==> src/rtl/ext64_pkg.sv <==
package ext64_pkg;
  typedef enum logic [1:0] {
    ACK_IDLE = 2'd0,
    ACK_ON   = 2'd1,
    ACK_REL  = 2'd2
  } ack_st_e;

  typedef enum logic [1:0] {
    SRC_NONE  = 2'd0,
    SRC_INIT  = 2'd1,
    SRC_TGT   = 2'd2,
    SRC_STRAP = 2'd3
  } drv_src_e;
endpackage

==> src/rtl/ext64_rst_sync.sv <==
module ext64_rst_sync #(
  parameter int STAGES = 2
) (
  input  logic clk,
  input  logic arst_n,
  output logic run
);
  generate
    if (STAGES <= 1) begin : g_one
      logic q;
      always_ff @(posedge clk or negedge arst_n) begin
        if (!arst_n) q <= 1'b0;
        else         q <= 1'b1;
      end
      assign run = q;
    end else begin : g_chain
      logic [STAGES-1:0] sh;
      always_ff @(posedge clk or negedge arst_n) begin
        if (!arst_n) sh <= '0;
        else         sh <= {sh[STAGES-2:0], 1'b1};
      end
      assign run = sh[STAGES-1];
    end
  endgenerate
endmodule

==> src/rtl/ext64_strap.sv <==
module ext64_strap (
  input  logic clk,
  input  logic run,
  input  logic req64_n,
  output logic ext_en
);
  logic en_q;
  logic en_d;
  logic cap;

  always_comb begin
    cap  = ~run;
    en_d = cap ? ~req64_n : en_q;
  end

  always_ff @(posedge clk) begin
    en_q <= en_d;
  end

  assign ext_en = en_q;
endmodule

==> src/rtl/ext64_ack_gen.sv <==
module ext64_ack_gen
  import ext64_pkg::*;
(
  input  logic clk,
  input  logic arst_n,
  input  logic run,
  input  logic ext_en,
  input  logic dsel_next_n,
  input  logic req64_n,
  input  logic wide_ok,
  output logic ack_n,
  output logic ack_oe,
  output logic ack_on_next
);
  ack_st_e st_q, st_d;
  logic    dsel_q, dsel_d;
  logic    start;

  always_comb begin
    start = ext_en & dsel_q & ~dsel_next_n & ~req64_n & wide_ok;
    unique case (st_q)
      ACK_IDLE: st_d = start ? ACK_ON : ACK_IDLE;
      ACK_ON:   st_d = dsel_next_n ? ACK_REL : ACK_ON;
      ACK_REL:  st_d = start ? ACK_ON : ACK_IDLE;
      default:  st_d = ACK_IDLE;
    endcase
    if (!run) st_d = ACK_IDLE;
    dsel_d = run ? dsel_next_n : 1'b1;
  end

  always_ff @(posedge clk or negedge arst_n) begin
    if (!arst_n) begin
      st_q   <= ACK_IDLE;
      dsel_q <= 1'b1;
    end else begin
      st_q   <= st_d;
      dsel_q <= dsel_d;
    end
  end

  assign ack_n       = (st_q != ACK_ON);
  assign ack_oe      = (st_q != ACK_IDLE);
  assign ack_on_next = (st_d == ACK_ON);
endmodule

==> src/rtl/ext64_hi_driver.sv <==
module ext64_hi_driver
  import ext64_pkg::*;
#(
  parameter int   HI_W = 32,
  parameter int   BE_W = 4,
  parameter logic FILL = 1'b1
) (
  input  logic            clk,
  input  logic            arst_n,
  input  logic            run,
  input  logic            ext_en,
  input  logic            ini_own_n,
  input  logic            ini_addr_n,
  input  logic            ini_dac,
  input  logic            ini_req64_n,
  input  logic            ini_ack64_n,
  input  logic            ini_write,
  input  logic [HI_W-1:0] ini_addr_hi,
  input  logic [BE_W-1:0] ini_cmd,
  input  logic [BE_W-1:0] ini_be_n,
  input  logic [HI_W-1:0] ini_wdata_hi,
  input  logic            tgt_on_next,
  input  logic            tgt_rd_n,
  input  logic [HI_W-1:0] tgt_rdata_hi,
  output logic [HI_W-1:0] ad_o,
  output logic            ad_oe,
  output logic [BE_W-1:0] cbe_o,
  output logic            cbe_oe
);
  localparam logic [HI_W-1:0] AD_FILL  = {HI_W{FILL}};
  localparam logic [BE_W-1:0] CBE_FILL = {BE_W{FILL}};

  drv_src_e        src;
  logic            wide, dac_addr;
  logic [HI_W-1:0] ad_d, ad_q;
  logic [BE_W-1:0] cbe_d, cbe_q;
  logic            ad_oe_d, ad_oe_q, cbe_oe_d, cbe_oe_q;

  always_comb begin
    if (!ext_en)                       src = SRC_STRAP;
    else if (!ini_own_n)               src = SRC_INIT;
    else if (tgt_on_next && !tgt_rd_n) src = SRC_TGT;
    else                               src = SRC_NONE;
  end

  always_comb begin
    wide     = ~ini_req64_n & ~ini_ack64_n;
    dac_addr = ini_dac & ~ini_req64_n;
    ad_d     = AD_FILL;
    cbe_d    = CBE_FILL;
    ad_oe_d  = 1'b0;
    cbe_oe_d = 1'b0;
    unique case (src)
      SRC_STRAP: begin
        ad_oe_d  = 1'b1;
        cbe_oe_d = 1'b1;
      end
      SRC_INIT: begin
        ad_oe_d  = 1'b1;
        cbe_oe_d = 1'b1;
        if (!ini_addr_n) begin
          if (dac_addr) begin
            ad_d  = ini_addr_hi;
            cbe_d = ini_cmd;
          end
        end else if (wide) begin
          cbe_d = ini_be_n;
          if (ini_write) ad_d    = ini_wdata_hi;
          else           ad_oe_d = 1'b0;
        end
      end
      SRC_TGT: begin
        ad_oe_d = 1'b1;
        ad_d    = tgt_rdata_hi;
      end
      default: begin
        ad_oe_d  = 1'b0;
        cbe_oe_d = 1'b0;
      end
    endcase
    if (!run) begin
      ad_d     = AD_FILL;
      cbe_d    = CBE_FILL;
      ad_oe_d  = 1'b0;
      cbe_oe_d = 1'b0;
    end
  end

  always_ff @(posedge clk or negedge arst_n) begin
    if (!arst_n) begin
      ad_q     <= AD_FILL;
      cbe_q    <= CBE_FILL;
      ad_oe_q  <= 1'b0;
      cbe_oe_q <= 1'b0;
    end else begin
      ad_q     <= ad_d;
      cbe_q    <= cbe_d;
      ad_oe_q  <= ad_oe_d;
      cbe_oe_q <= cbe_oe_d;
    end
  end

  assign ad_o   = ad_q;
  assign ad_oe  = ad_oe_q;
  assign cbe_o  = cbe_q;
  assign cbe_oe = cbe_oe_q;
endmodule

==> src/rtl/wide_ext_ctrl.sv <==
module wide_ext_ctrl #(
  parameter int   HI_W       = 32,
  parameter int   BE_W       = 4,
  parameter int   RST_STAGES = 2,
  parameter logic FILL       = 1'b1
) (
  input  logic            clk,
  input  logic            rst_n,
  input  logic            req64_n,
  input  logic            tgt_dsel_next_n,
  input  logic            tgt_wide_ok,
  input  logic            tgt_rd_n,
  input  logic [HI_W-1:0] tgt_rdata_hi,
  input  logic            ini_own_n,
  input  logic            ini_addr_n,
  input  logic            ini_dac,
  input  logic            ini_req64_n,
  input  logic            ini_ack64_n,
  input  logic            ini_write,
  input  logic [HI_W-1:0] ini_addr_hi,
  input  logic [BE_W-1:0] ini_cmd,
  input  logic [BE_W-1:0] ini_be_n,
  input  logic [HI_W-1:0] ini_wdata_hi,
  output logic            ack64_n_o,
  output logic            ack64_oe,
  output logic [HI_W-1:0] ad_hi_o,
  output logic            ad_hi_oe,
  output logic [BE_W-1:0] cbe_hi_o,
  output logic            cbe_hi_oe
);
  logic run;
  logic ext_en;
  logic ack_on_next;

  ext64_rst_sync #(.STAGES(RST_STAGES)) u_rst (
    .clk(clk), .arst_n(rst_n), .run(run)
  );

  ext64_strap u_strap (
    .clk(clk), .run(run), .req64_n(req64_n), .ext_en(ext_en)
  );

  ext64_ack_gen u_ack (
    .clk(clk), .arst_n(rst_n), .run(run), .ext_en(ext_en),
    .dsel_next_n(tgt_dsel_next_n), .req64_n(req64_n), .wide_ok(tgt_wide_ok),
    .ack_n(ack64_n_o), .ack_oe(ack64_oe), .ack_on_next(ack_on_next)
  );

  ext64_hi_driver #(.HI_W(HI_W), .BE_W(BE_W), .FILL(FILL)) u_drv (
    .clk(clk), .arst_n(rst_n), .run(run), .ext_en(ext_en),
    .ini_own_n(ini_own_n), .ini_addr_n(ini_addr_n), .ini_dac(ini_dac),
    .ini_req64_n(ini_req64_n), .ini_ack64_n(ini_ack64_n), .ini_write(ini_write),
    .ini_addr_hi(ini_addr_hi), .ini_cmd(ini_cmd), .ini_be_n(ini_be_n),
    .ini_wdata_hi(ini_wdata_hi), .tgt_on_next(ack_on_next), .tgt_rd_n(tgt_rd_n),
    .tgt_rdata_hi(tgt_rdata_hi), .ad_o(ad_hi_o), .ad_oe(ad_hi_oe),
    .cbe_o(cbe_hi_o), .cbe_oe(cbe_hi_oe)
  );
endmodule

==> config.mk <==
export PLATFORM = sky130hd
export DESIGN_NAME = wide_ext_ctrl
export DESIGN_NICKNAME = d
export VERILOG_FILES = /design/src/rtl/ext64_pkg.sv /design/src/rtl/ext64_rst_sync.sv /design/src/rtl/ext64_strap.sv /design/src/rtl/ext64_ack_gen.sv /design/src/rtl/ext64_hi_driver.sv /design/src/rtl/wide_ext_ctrl.sv
export SDC_FILE = /design/constraint.sdc
export NUM_CORES = 1
export LEC_CHECK = 0
export ABC_AREA = 1
export BUFFER_PORTS_ARGS = -buffer_cell sky130_fd_sc_hd__buf_2
export CORE_MARGIN = 2
export CORE_UTILIZATION = 42
export CTS_CLUSTER_DIAMETER = 80
export DETAILED_ROUTE_END_ITERATION = 12
export PLACE_DENSITY = 0.86
export SYNTH_ARGS = -nofsm -noshare
export SYNTH_HDL_FRONTEND = slang
export SYNTH_SLANG_ARGS = --single-unit
==> constraint.sdc <==
create_clock -name clk -period 1.53 [get_ports clk]
set_input_delay 0.306 -clock clk [delete_from_list [all_inputs] [get_ports clk]]
set_output_delay 0.306 -clock clk [all_outputs]
set_load 0.01 [all_outputs]
==> reports/qor.yml, run 1 <==
cp_max_fo: 3
fin_nets: 539
dieWidth_um: 79.3
cap_violations: 0
setup_viol: 0
postCtsSetupBuffers: 0
drcViolationCount: 0
cts_sinks: 44
power_mw: 2.38
setup_slack_ns: 0.0666
avgViaCountPerCell: 5.11
overflow: 0
synth_cells: 269
finalCritPeriodShare_pct: 95.6
ys_warn_count: 0
routedWlPerCell_um: 14.4
fin_skew_ns: 0.00413
firstDrtPassIters: 4
start_kind: "flop"
h-tree-depth: 2
hold_path_class: "primary input to asynchronous set/reset pin"
tritoncts: "built"
cts-root-buf: "clkbuf_8"
io_pins: 156
finalMaxSlewViolations: 0
clkPwrFrac_pct: 28.3
ys_seq_elements: 44
drt_iter0_markers: 138
start_util_pct: 43.2
crit_chain: "or2_2 -> buf_2"
syn_to_final_growth_pct: 40.1
dp_hpwl_um: 5460
tightest_slew_ns: 0.645
drt-total-wl_um: 7160
timing.hold.ws_ns: 0.250
p_leak_nw: 1.51
fmax_mhz: 683
antenna_found_initial: 0
reg2regPathDepth: 7
worstPathRequired_ns: 1.22
ant_nets: 0
drive_gt1_share_pct: 53.5
max-vdd-ir-drop_uv: 389
syn_area_um2: 2380
synth_cell_type_count: 25
cp_slowest_cell: "dfrtp_1"
p_per_area_nw_per_um2: 715
clockBufferDepth: 2
via_count: 2537
diodes: 0
dieArea_um2: 6290
place_congestion: 0.842
pwr-share-seq_pct: 52.5
switching_share_pct: 25.6
min_period_ns: 1.46
arrival_ns: 1.16
rows: 27
status: "finished clean"
worst_path_largest_cell_delay_ns: 0.44
hold_viol: 0
numCtsBuffers: 5
critical_path_buf_inv_count: 1
timing.rr.end: "u_drv.ad_o[4]"
clk_latency_ns: 0.28
r2r_slack_ns: 0.12
avgSynthCellArea_um2: 8.85
setup-tns-final_ns: 0
rsz0062_at_grt: "false"
die_h_um: 79.3
syn_nets: 385
ys_seq_area_share_pct: 48.4
internal_power_mw: 1.77
grt_max_degree: 37
port_buffers: 155
place_ws_ns: 0.112
relSlewSlack_pct: 56.9
holdBufCountCts: 0
core_um2: 5510
path_class: "flop to output pin"
grt_pass1_vias: 2533
cts_resized: 0
grt_usage_pct: 23.0
clk_pin_slew_worst_paths_ns: 0.08
p_switching_uw: 612
fillers: 513
end_kind: "output pin"
comb_power_share_pct: 19.1
r2r_start: "u_ack.dsel_q"
grt_pass1_wl_um: 11500
critPathTopFamily: "flip-flops"
==> registers in the layout (all words and copies together), names as in the netlist <==
register / cells
u_drv.ad_o: 32
u_drv.cbe_o: 4
u_ack.st_q: 2
u_rst.g_chain.sh: 2
u_ack.dsel_q: 1
u_drv.ad_oe: 1
u_drv.cbe_oe: 1
u_strap.ext_en: 1
==> worst max path at each step <==
stage / cells past startpoint / to / start
floorplan: 7 / u_drv.ad_o[10] / u_ack.dsel_q
global placement: 5 / u_drv.ad_o[28] / ini_req64_n
detailed placement: 5 / u_drv.ad_o[22] / ini_req64_n
CTS: 2 / ack64_oe / u_ack.st_q[0]
global route: 2 / ack64_oe / u_ack.st_q[0]
finish: 2 / ack64_oe / u_ack.st_q[0]
==> final cells by class <==
type	count	area, um^2	area share (%)
inverter	41	154	4.61
timing repair buffer	169	931	27.9
sequential	44	1150	34.5
clock buffer	8	80.1	2.40
multi-input combinational	162	928	27.8
tap	72	90.1	2.70
==> metal layers <==
metal	global-route usage [%]	vias up	part of all wire, %
li1	-	1229	-
met5	0	-	0
met2	42.7	96	54
met3	3.75	8	6.2
met1	26.6	1204	39
met4	7.76	0	1.1
==> logic make-up (layout without fill, tap and decap cells) <==
group | after synthesis | count (layout) | share of synthesized area [%]
buffers and inverters | 63 | 218 | 12.6
flip-flops | 44 | 44 | 48.4
other | 1 | 1 | 0.157
AO/OA/AOI/OAI | 39 | 39 | 12.3
AND/OR/NAND/NOR | 122 | 122 | 26.5
==> synth_stat cells <==
cell type | number | area [um^2]
nand2_2 | 3 | 18.8
dfstp_2 | 37 | 972
a21oi_4 | 1 | 16.3
or2_2 | 1 | 6.26
nor2_4 | 3 | 33.8
nand4_1 | 32 | 200
clkbuf_1 | 3 | 11.3
edfxtp_1 | 1 | 30.0
o211ai_1 | 32 | 240
dfrtp_1 | 6 | 150
inv_2 | 4 | 15.0
nor3b_1 | 1 | 7.51
o22ai_1 | 4 | 25.0
nand2_1 | 44 | 165
nand4_2 | 1 | 12.5
inv_1 | 37 | 139
nand3_1 | 32 | 160
o31ai_1 | 1 | 7.51
buf_4 | 1 | 7.51
a21oi_1 | 1 | 5.00
nor2_1 | 2 | 7.51
conb_1 | 1 | 3.75
buf_2 | 12 | 60.1
buf_6 | 6 | 67.6
nor2_2 | 3 | 18.8
==> power groups by stage <==
stage	sequential, mW	combinational [mW]	clock [mW]
floorplan	1.29	0.175	0
global placement	1.27	0.445	0
detailed placement	1.27	0.457	0
CTS	1.25	0.458	0.697
global route	1.26	0.505	0.750
finish	1.25	0.456	0.676
==> cells in the final DEF, fill, tap and decap left out, drive strengths merged, types with 4 or more instances in the layout <==
| cell | count |
|---|---|
| dfstp | 37 |
| clkbuf | 8 |
| inv | 41 |
| nand2 | 47 |
| o211ai | 32 |
| buf | 169 |
| nand3 | 32 |
| o22ai | 4 |
| nor2 | 8 |
| nand4 | 33 |
| dfrtp | 6 |
==> through the flow <==
stage	util, %	instance area (um^2)	cells
2_1_floorplan	-	2380	269
3_3_place_gp	59.1	3260	488
3_5_place_dp	59.1	3260	488
4_1_cts	60.6	3340	496
5_1_grt	60.6	3340	496
6_report	60.6	3340	496
(Power assumes the default switching activity.)
==> run 2: changes to the inputs <==
ABC_AREA = unset   (was 1)
CORE_UTILIZATION = 40   (was 42)
==> run 2 against run 1 <==
  * The flow now finishes with violations (setup timing)
  * Critical endpoint is now u_drv.ad_o[30]
  * Largest cell class unchanged
  * Sequential share of layout area increased by 2.7 points
  * Sequential power barely moved
  * First-iteration DRC count shrank 28%
==> reports/qor.yml, run 2 <==
switching_share_pct: 24.1
cp_max_fo: 15
grt_pass1_vias: 2286
h-tree-depth: 2
finalCritPeriodShare_pct: 102
path_class: "flop to flop"
arrival_ns: 1.78
antenna_found_initial: 0
cp.depth: 5
hold_viol: 0
fin_skew_ns: 0.00492
ant_nets: 0
overflow: 0
syn_to_final_growth_pct: 46.4
rows: 26
syn_nets: 277
clk_pin_slew_worst_paths_ns: 0.08
die_h_um: 76.7
grt_usage_pct: 21.5
max-vdd-ir-drop_uv: 518
reg2regPathDepth: 5
dp_hpwl_um: 4730
drt-total-wl_um: 6280
synthFlopType: "dfstp_2"
critical_path_buf_inv_count: 1
yosys-top-cells-count: "dfstp_2, a211o_1, o221a_1"
clkPwrFrac_pct: 28.5
drt_iter0_markers: 99
io_pins: 156
p_switching_uw: 566
place_congestion: 0.801
via_count: 2130
cap_violations: 0
power_mw: 2.35
routedWlPerCell_um: 16.1
yosysTopAreaCell: "dfstp_2"
critPathTopFamily: "flip-flops"
min_period_ns: 1.56
grt_max_degree: 24
core_um2: 5110
worst_path_largest_cell_delay_ns: 0.52
failed_checks: "setup timing"
grt_pass1_wl_um: 10100
synth_most_common_cell: "dfstp_2"
drcViolationCount: 0
syn_area_um2: 2110
timing.hold.ws_ns: 0.0592
cp_slowest_cell: "dfstp_2"
layout_commonest_cell: "buf_2"
worstSetupStartpoint: "u_ack.dsel_q"
p_per_area_nw_per_um2: 759
multiInputGateArea_um2: 840
clk_latency_ns: 0.29
numCtsBuffers: 5
synth_cell_type_count: 29
avgViaCountPerCell: 5.45
crit_chain: "nand3b_1 -> nor4_1 -> o211ai_1 -> buf_6 -> a211o_1"
worstPathRequired_ns: 1.75
setup_slack_ns: -0.0269
end_kind: "flop"
ys_seq_area_share_pct: 54.5
internal_power_mw: 1.78
fmax_mhz: 642
start_util_pct: 41.4
timing.rr.end: "u_drv.ad_o[30]"
setup-tns-final_ns: -0.0933
clockBufferDepth: 2
stdcell_area_um2: 3090
p_leak_nw: 1.42
largest_register_ffs: 32
tritoncts: "built"
synthArstFlopShare_pct: 97.7
synth_top_area_share_pct: 46.0
start_kind: "flop"
port_buffers: 155
firstDrtPassIters: 5
cts_sinks: 44
avgSynthCellArea_um2: 13.1
regArea_um2: 1150
ys_top_cells_by_area: "dfstp_2, o221a_1, a211o_1"
layout_common_cells: "buf_2, dfstp_2, a211o_1"
crit_path_end: "u_drv.ad_o[30]"
ys_seq_elements: 44
final_core_util_pct: 60.6
drive_gt1_share_pct: 69.5
r2r_slack_ns: -0.03
rsz0062_at_grt: "true"
diodes: 0
hold_path_class: "primary input to asynchronous set/reset pin"
placed_cell_area_um2: 3000
synth-edff-count: 1
r2r_start: "u_ack.dsel_q"
dieWidth_um: 76.7
finalMaxSlewViolations: 0
fin_nets: 437
comb_power_share_pct: 18.2
dieArea_um2: 5880
cts-root-buf: "clkbuf_8"
setup_viol: 8
holdBufCountCts: 0
synth_cells: 161
fillers: 450
status: "complete, but fails checks"
pwr-share-seq_pct: 53.3
ys_warn_count: 0
run 2: logic make-up after synthesis:
| kind of cell | synth area share (%) |
|---|---|
| AO/OA/AOI/OAI | 33.2 |
| buffers and inverters | 5.86 |
| flip-flops | 54.5 |
| other | 0.177 |
| AND/OR/NAND/NOR | 6.28 |
run 2: routing by layer:
metal  global-route usage [%]  routed length [um]  up-vias
li1                         -                   -      974
met1                     23.0                2400     1039
met2                     42.5                3410      108
met3                     3.65                 390        9
met4                     6.00                  76        0
met5                        0                   0        -
run 2: repair_timing:
item / CTS / global route
cloned: 0 / 0
pin swaps: 0 / 0
setup buffers: 0 / 0
endpoints found under the setup margin: 2 / 32
resized for setup: 0 / 4
run 2: power by group through the flow:
stage	logic (mW)	registers [mW]	clock network [mW]
final	0.426	1.25	0.670
after global routing	0.468	1.26	0.749
after CTS	0.427	1.25	0.696
after detailed placement	0.425	1.27	0
after global placement	0.413	1.27	0
after floorplan	0.145	1.29	0
run 2: worst register-to-register path, delay by kind of cell, from the launching register on:
family	cells	cell delay, ns
and+or+nand+nor	2	0.29
AOI/OAI and AO/OA	2	0.47
DFF	1	0.52
buffers and inverters	1	0.20
run 2: worst min-delay path by stage:
stage                         from                   to  slack, ns  cells after the start
2_1_floorplan                rst_n        u_ack.st_q[0]       0.01                      0
3_3_place_gp   u_rst.g_chain.sh[0]  u_rst.g_chain.sh[1]       0.34                      0
3_5_place_dp   u_rst.g_chain.sh[0]  u_rst.g_chain.sh[1]       0.34                      0
4_1_cts                      rst_n        u_drv.ad_o[8]       0.06                      1
5_1_grt                      rst_n        u_drv.ad_o[8]       0.06                      1
6_report                     rst_n        u_drv.ad_o[8]       0.06                      1
run 2: per-stage QoR:
stage	cells	setup WS, ns
after floorplan	161	0.0189
after global placement	384	-0.107
after CTS	391	-0.0120
final	391	-0.0269
after global routing	391	-0.0686
after detailed placement	384	-0.134
run 2: layout make-up:
type	count	area share [%]
multi-input combinational	96	27.1
clock buffer	7	2.47
timing repair buffer	172	30.1
inverter	2	0.243
sequential	44	37.2
tap	70	2.83
